--- src/rtl/irq_ring_pkg.sv ---
package irq_ring_pkg;
  typedef enum logic [2:0] {
    ST_IDLE,
    ST_RD_HEAD,
    ST_RD_CNT,
    ST_WR_ENT,
    ST_WR_CNT
  } ring_st_e;

  localparam int HEAD_OFS = 0;
  localparam int CNT_OFS  = 1;
endpackage

--- src/rtl/irq_ring_slot.sv ---
module irq_ring_slot #(
  parameter int DEPTH = 52,
  parameter int IW    = 8
) (
  input  logic [IW-1:0] head_i,
  input  logic [IW-1:0] cnt_i,
  output logic [IW-1:0] slot_o
);
  localparam logic [IW:0] DEPTH_W = (IW+1)'(DEPTH);

  logic [IW:0] sum, red;

  always_comb begin
    sum    = {1'b0, head_i} + {1'b0, cnt_i};
    red    = sum - DEPTH_W;
    // single conditional subtract; operands kept below DEPTH by software
    slot_o = (sum >= DEPTH_W) ? red[IW-1:0] : sum[IW-1:0];
  end

  always_comb begin
    if (int'(head_i) < DEPTH && int'(cnt_i) < DEPTH)
      assert_slot_range_R5: assert (int'(slot_o) < DEPTH);
  end
endmodule

--- src/rtl/irq_ring_seq.sv ---
module irq_ring_seq
  import irq_ring_pkg::*;
(
  input  logic     clk_i,
  input  logic     rst_ni,
  input  logic     start_i,
  output ring_st_e state_o
);
  ring_st_e state_q, state_d;

  always_comb begin
    state_d = state_q;
    unique case (state_q)
      ST_IDLE:    if (start_i) state_d = ST_RD_HEAD;
      ST_RD_HEAD: state_d = ST_RD_CNT;
      ST_RD_CNT:  state_d = ST_WR_ENT;
      ST_WR_ENT:  state_d = ST_WR_CNT;
      ST_WR_CNT:  state_d = ST_IDLE;
      default:    state_d = ST_IDLE;
    endcase
  end

  always_ff @(posedge clk_i or negedge rst_ni) begin
    if (!rst_ni) state_q <= ST_IDLE;
    else         state_q <= state_d;
  end

  assign state_o = state_q;

  assert_start_idle_R3: assert property (@(posedge clk_i) disable iff (!rst_ni)
    (state_q != ST_IDLE) |=> (state_q != ST_RD_HEAD));
endmodule

--- src/rtl/irq_ring_writer.sv ---
module irq_ring_writer
  import irq_ring_pkg::*;
#(
  parameter int AW        = 12,
  parameter int BASE      = 0,
  parameter int CLIENT_ID = 0,
  parameter int STRIDE    = 64,
  parameter int DEPTH     = 52,
  parameter int ENTRY_OFS = 12
) (
  input  logic          clk_i,
  input  logic          rst_ni,
  input  logic          post_valid_i,
  input  logic [7:0]    post_code_i,
  input  logic          region_ready_i,
  output logic          busy_o,
  output logic          done_o,
  output logic          mem_rd_o,
  output logic          mem_wr_o,
  output logic [AW-1:0] mem_addr_o,
  output logic [7:0]    mem_wdata_o,
  input  logic [7:0]    mem_rdata_i
);
  localparam logic [AW-1:0] REGION   = AW'(BASE + CLIENT_ID * STRIDE);
  localparam logic [AW-1:0] HEAD_ADR = REGION + AW'(HEAD_OFS);
  localparam logic [AW-1:0] CNT_ADR  = REGION + AW'(CNT_OFS);
  localparam logic [AW-1:0] ENT_ADR  = REGION + AW'(ENTRY_OFS);

  ring_st_e   state;
  logic       start;
  logic [7:0] head_q, cnt_q, code_q, slot;

  assign start = post_valid_i && region_ready_i && (state == ST_IDLE);

  irq_ring_seq u_seq (
    .clk_i   (clk_i),
    .rst_ni  (rst_ni),
    .start_i (start),
    .state_o (state)
  );

  // count arrives on rdata during the entry-write cycle
  irq_ring_slot #(.DEPTH(DEPTH), .IW(8)) u_slot (
    .head_i (head_q),
    .cnt_i  (mem_rdata_i),
    .slot_o (slot)
  );

  always_ff @(posedge clk_i or negedge rst_ni) begin
    if (!rst_ni) begin
      head_q <= '0;
      cnt_q  <= '0;
      code_q <= '0;
    end else begin
      if (start)               code_q <= post_code_i;
      if (state == ST_RD_CNT)  head_q <= mem_rdata_i;
      if (state == ST_WR_ENT)  cnt_q  <= mem_rdata_i;
    end
  end

  always_comb begin
    mem_rd_o    = 1'b0;
    mem_wr_o    = 1'b0;
    mem_addr_o  = '0;
    mem_wdata_o = '0;
    unique case (state)
      ST_RD_HEAD: begin mem_rd_o = 1'b1; mem_addr_o = HEAD_ADR; end
      ST_RD_CNT:  begin mem_rd_o = 1'b1; mem_addr_o = CNT_ADR;  end
      ST_WR_ENT: begin
        mem_wr_o    = 1'b1;
        mem_addr_o  = ENT_ADR + AW'(slot);
        mem_wdata_o = code_q;
      end
      ST_WR_CNT: begin
        mem_wr_o    = 1'b1;
        mem_addr_o  = CNT_ADR;
        mem_wdata_o = cnt_q + 8'd1;
      end
      default: ;
    endcase
  end

  assign busy_o = (state != ST_IDLE);
  assign done_o = (state == ST_WR_CNT);

  assert_no_rdwr_R9: assert property (@(posedge clk_i) disable iff (!rst_ni)
    !(mem_rd_o && mem_wr_o));
  assert_idle_quiet_R2: assert property (@(posedge clk_i) disable iff (!rst_ni)
    !busy_o |-> (!mem_rd_o && !mem_wr_o));
  assert_accept_head_R4: assert property (@(posedge clk_i) disable iff (!rst_ni)
    (post_valid_i && region_ready_i && !busy_o) |=> (mem_rd_o && mem_addr_o == HEAD_ADR));
  assert_drop_unready_R2: assert property (@(posedge clk_i) disable iff (!rst_ni)
    (!region_ready_i && !busy_o) |=> !busy_o);
  assert_done_pulse_R7: assert property (@(posedge clk_i) disable iff (!rst_ni)
    done_o |=> !done_o);
  assert_cnt_follows_R6: assert property (@(posedge clk_i) disable iff (!rst_ni)
    (mem_wr_o && mem_addr_o != CNT_ADR) |=> (mem_wr_o && mem_addr_o == CNT_ADR && done_o));
endmodule

--- config.mk ---
export PLATFORM = sky130hd
export DESIGN_NAME = irq_ring_writer
export DESIGN_NICKNAME = d
export VERILOG_FILES = /design/src/rtl/irq_ring_pkg.sv /design/src/rtl/irq_ring_slot.sv /design/src/rtl/irq_ring_seq.sv /design/src/rtl/irq_ring_writer.sv
export SDC_FILE = /design/constraint.sdc
export NUM_CORES = 1
export LEC_CHECK = 0
export BUFFER_PORTS_ARGS = -buffer_cell sky130_fd_sc_hd__buf_2
export CAP_MARGIN = 20
export CELL_PAD_IN_SITES_DETAIL_PLACEMENT = 2
export CELL_PAD_IN_SITES_GLOBAL_PLACEMENT = 2
export CORE_MARGIN = 2
export CORE_UTILIZATION = 36
export CTS_CLUSTER_DIAMETER = 50
export DETAILED_ROUTE_END_ITERATION = 8
export PLACE_DENSITY = 0.93
export SYNTH_ARGS = -nofsm -noshare
export SYNTH_HDL_FRONTEND = slang
export SYNTH_SLANG_ARGS = --single-unit
--- constraint.sdc ---
create_clock -name clk_i -period 5.2 [get_ports clk_i]
set_input_delay 0.26 -clock clk_i [delete_from_list [all_inputs] [get_ports clk_i]]
set_output_delay 0.26 -clock clk_i [all_outputs]
set_load 0.005 [all_outputs]
Word level (Yosys, flattened, before mapping)
Index checks and enable logic that the tools add are counted.
- bits in registers: 27
- latch bits: 0
- bits in writable memories: 0
- bits in read-only memories: 0
- bits of input ports: 20
- output and inout bits: 24
- logic and storage cells: 28
- memories: 0
- $add $sub $neg: 4
- multiply operators: 0
- div/mod/pow operators: 0
- $lt $le $gt $ge: 1
- equal/unequal tests: 5
- shift operators: 0
- mux-type cells: 7
- bitwise operators: 0
- reductions and logical operators: 7
- operators with widths (operator ; number):
    9-bit case mux with 2 select lines ; 1
    8-bit case mux with 2 select lines ; 1
    3-bit case mux with 4 select lines ; 1
    4-bit by 8-bit adder with 9-bit output, first input constant ; 1
    8-bit by 8-bit adder with 9-bit output ; 1
    9-bit by 6-bit >= comparator with 1-bit output, second input constant ; 1
    8-bit by 1-bit adder with 8-bit output, second input constant ; 1
    8-bit 2-to-1 mux ; 1
    8-bit by 6-bit subtractor with 8-bit output, second input constant ; 1
    3-bit by 2-bit == test with 1-bit output, second input constant ; 2
    2-bit OR reduction ; 3
    3-bit by 1-bit == test with 1-bit output, second input constant ; 1
    3-bit == test, second input constant ; 1
    3-bit logical NOT ; 1
    3-bit 2-to-1 mux ; 1
    3-bit nonzero test ; 1
    1-bit logical AND ; 2
    1-bit 2-to-1 mux ; 2
    2-bit != test, second input constant ; 1

Logic depth before layout (Yosys ltp)
- depth after elaboration: 5
- gate-level depth with buffers: 14

Hierarchy
Synthesis repeated with hierarchy kept, for this count alone.
- cell total of the unflattened synthesis: 207
- area, all modules: 2026.9 µm²
- modules (own cells, without submodules) (module ; instances ; cells each ; area each (µm²) ; seq. area each (µm²)):
    irq_ring_writer ; 1 ; 122 ; 1318.8 ; 600.6
    irq_ring_slot ; 1 ; 76 ; 604.3 ; 0.0
    irq_ring_seq ; 1 ; 9 ; 103.8 ; 75.1

Worst setup path before layout
OpenSTA, ideal clock, no wires.
- path type: reg2out
- start point: register head_q[0]
- end point: output port mem_addr_o[8]
- arrival: 2.972 ns
- data required time: 4.940 ns
- path slack: 1.968 ns
- stages on the path, launching flop included: 13
- cell sequence: dfrtp_1 -> ha_1 -> fa_1 -> a21o_2 -> a2111oi_0 -> a211oi_1 -> a21boi_2 -> o21ai_0 -> o31a_1 -> ha_1 -> a41o_1 -> a21oi_1 -> nor3b_1
- longest elaborated chain between the ends: 5
- elaborated cells on any way between the ends: 6
- those cells by class: 3 x add/sub; 1 x order compare; 2 x mux
- RTL lines (element ; line ; text):
    from (decl) ; irq_ring_writer.sv:31 ; logic [7:0] head_q, cnt_q, code_q, slot;
    from (signal assigned) ; irq_ring_writer.sv:56 ; if (state == ST_RD_CNT) head_q <= mem_rdata_i;
    8-bit by 8-bit adder with 9-bit output (*) ; irq_ring_slot.sv:14 ; sum = {1'b0, head_i} + {1'b0, cnt_i};
    8-bit by 6-bit subtractor with 8-bit output or 9-bit by 6-bit >= comparator with 1-bit output (tied branches) ; irq_ring_slot.sv:15, irq_ring_slot.sv:17 ;
    8-bit 2-to-1 mux (*) ; irq_ring_slot.sv:17 ; slot_o = (sum >= DEPTH_W) ? red[IW-1:0] : sum[IW-1:0];
    4-bit by 8-bit adder with 9-bit output (*) ; irq_ring_writer.sv:71 ; mem_addr_o = ENT_ADR + AW'(slot);
    9-bit case mux with 2 select lines (*) ; irq_ring_writer.sv:66 ; unique case (state)
    to (decl) ; irq_ring_writer.sv:20 ; output logic [AW-1:0] mem_addr_o,
Mark *: on every way between the ends. The rest lies on a longest branch, timed or not.

Worst setup path in the final report
- start point: register head_q[3]
- end point: output port mem_addr_o[8]
Same word-level chain as after synthesis.

==> metrics.yaml <==
run_status:
  status: "complete, no violations"
synthesis:
  synthCells: 250
  synth.area.top_cells: "dfrtp_1, mux2_2, ha_1"
  synth_top_area_cell: "dfrtp_1"
  yosysSeqAreaShare_pct: 30.22
  synthArstFlopShare_pct: 100.0
  synth_edf_count: 0
  synth_flop_cell: "dfrtp_1"
  yosys-top-cells-count: "nand2_1, dfrtp_1, mux2_2"
  synth_top_area_share_pct: 30.22
  yosysMostFrequentCell: "nand2_1"
  synthDistinctLibCells: 65
  yosysWarnings: 0
  avgSynthCellArea_sq_um: 8.944
  synth_area_sq_um: 2236
  ys_ff_latch: 27
grt:
  antenna_found_initial: 0
  grt_overflow: 0
  grt_max_degree: 28
  grt_pass1_wl_um: 12650
  first_global_vias: 2365
  grtUsageTotal_pct: 22.60
power:
  p_leak_nw: 1.157
  max-vdd-ir-drop_uv: 252.7
  cellPowerDensity_nw_per_um2: 786.9
  total_power_mw: 1.995
clock_network:
  clk_latency_ps: 290
  htree_levels: 1
  cts-root-buf: "clkbuf_8"
  clockBufferDepth: 2
  post_cts_buffers: 0
  cts_made_buffers: 3
  cts.sink_count: 27
  cts_tree: "yes"
  path_clk_slew_ps: 110
finish:
  regArea_sq_um: 675.6
  fillers: 692
  drive_above_1_share_pct: 27.46
  area.growth.synth_to_final_pct: 13.37
  utilization_pct: 42.56
  fin_area_sq_um: 2535
  diodes: 0
  instances_no_fill: 359
  multi_input_comb_area_sq_um: 1469
  nets: 318
route:
  wl_met3_um: 213
  drt_iter0_markers: 38
  detail-route-antenna-nets: 0
  vias: 2093
  wl_met2_um: 3984
  dr.max_layer_used: "met4"
  vias_per_cell: 5.830
  wl_met1_um: 3057
  drc: 0
  wl_per_cell_um: 20.76
  wl_um: 7453
  firstDrtPassIters: 4
placement:
  dp.cells: 354
  place.gp.congestion: 0.7593
  dpl-instance-area_sq_um: 2476
  portBuffers: 40
  dp_hpwl_um: 5627
  dp_slack_ps: 1429
flow_run:
  cap_violations: 0
die:
  die_x_um: 82.81
  ioPinCount: 44
  die-area_sq_um: 6858
  std_cell_rows: 28
  start_util_pct: 37.54
  die-height_um: 82.81
  core_area_sq_um: 5956
sta:
  clock.fmax_ghz: 0.2378
  tightestPinTransition_ps: 862.9
  setup_viol: 0
  hold_violations: 0
  fin_skew_ps: 2.884
  holdWs_ps: 192.4
  grt_setup_unrepaired: "no"
  slew-limit-headroom_pct: 40.99
  fin_crit_ps: 4204
  slew_viol_final: 0
  fin_crit_sh_pct: 80.85
  fin_ws_ps: 995.6
  setup_tns_ps: 0
critical_path:
  slowest_delay_ps: 530
  crit_required_ps: 4940
  cp_top_family: "compound AO/OA/AOI/OAI gates"
  cp_max_fo: 11
  start_kind: "flop"
  slowest_stage: "a211oi_1"
  arrival_ps: 3940
  cp_num_buf_inv: 1
  worstSetupPathType: "reg2out"
  cp_cell_sequence: "ha_1 > a21oi_1 > a2111oi_0 > a211oi_1 > a21boi_2 > nor2_1 > xnor2_1 > ha_1 > a41o_1 > a21oi_1 > nor3b_1 > buf_2"
  endpoint_kind: "primary output"
  r2r_slack_ps: 3150
min_path:
  hp-class: "in2reg"
==> where the power goes <==
group          internal [mW]  switching, mW
clock                 0.0548         0.0770
combinational          0.607          0.845
sequential             0.316         0.0953
==> cells in the final DEF (no fill, tap or decap), types with 2 or more instances in the layout <==
master and count:
nor3_1 9, a21o_1 2, ha_1 12, a31oi_1 2, a2111oi_0 4, nand2b_1 2
o21ai_0 11, nand3_1 7, and3_1 3, nand2_1 40, o211ai_1 3, xnor2_1 7
inv_1 7, dfrtp_1 27, a22o_1 2, buf_2 40, nor4b_1 2, o211a_1 2
mux2_2 16, a211oi_1 3, conb_1 3, xor2_1 4, nor2_1 15, a221oi_1 2
or3_1 2, a21oi_1 10, and2_1 2, and4_4 2, clkbuf_8 3, nand4bb_1 2
nor3b_1 2
==> flip-flops by register name (all words and copies together) (netlist names) <==
signal         cells
head_q             8
cnt_q              8
code_q             8
u_seq.state_o      3
==> cell families (layout without fill, tap and decap cells) <==
kind of cell / after synthesis / after routing / synth area share, %
AO/OA/AOI/OAI: 57 / 57 / 19.36
XOR/XNOR: 12 / 12 / 5.036
adder cells (fa/ha/maj): 13 / 13 / 7.610
buffers and inverters: 22 / 54 / 4.421
flip-flops: 27 / 27 / 30.22
multiplexers: 18 / 18 / 9.177
other: 1 / 3 / 0.1677
AND/OR/NAND/NOR: 100 / 100 / 24.01
==> layout make-up <==
| type | instances | area share, % |
|---|---|---|
| inverter | 8 | 1.185 |
| sequential | 27 | 26.65 |
| clock inverter | 1 | 0.2962 |
| timing repair buffer | 42 | 8.588 |
| tap | 75 | 3.702 |
| clock buffer | 3 | 1.629 |
| multi-input combinational | 203 | 57.95 |
==> per-layer routing <==
layer | up-vias | track usage, %
met2 | 40 | 42.16
met1 | 1058 | 25.94
met4 | 0 | 7.899
met3 | 19 | 3.479
li1 | 976 | -
met5 | - | 0
==> worst paths after layout <==
check	start	end	cells after the start
worst max register to register	u_seq.state_o[2]	code_q[1]	3
worst min-delay path	post_code_i[0]	code_q[0]	2
worst max-delay path	head_q[3]	mem_addr_o[8]	12
min in group asynchronous	rst_ni	code_q[0]	2
worst min register to register	cnt_q[7]	cnt_q[7]	2
max in group asynchronous	rst_ni	cnt_q[3]	2
==> what timing repair did <==
action	4_1_cts	5_1_grt
gates resized for setup	0	0
endpoints found under the hold margin	16	0
hold buffers	1	0
Note: power is estimated with default switching activity, not from simulation.
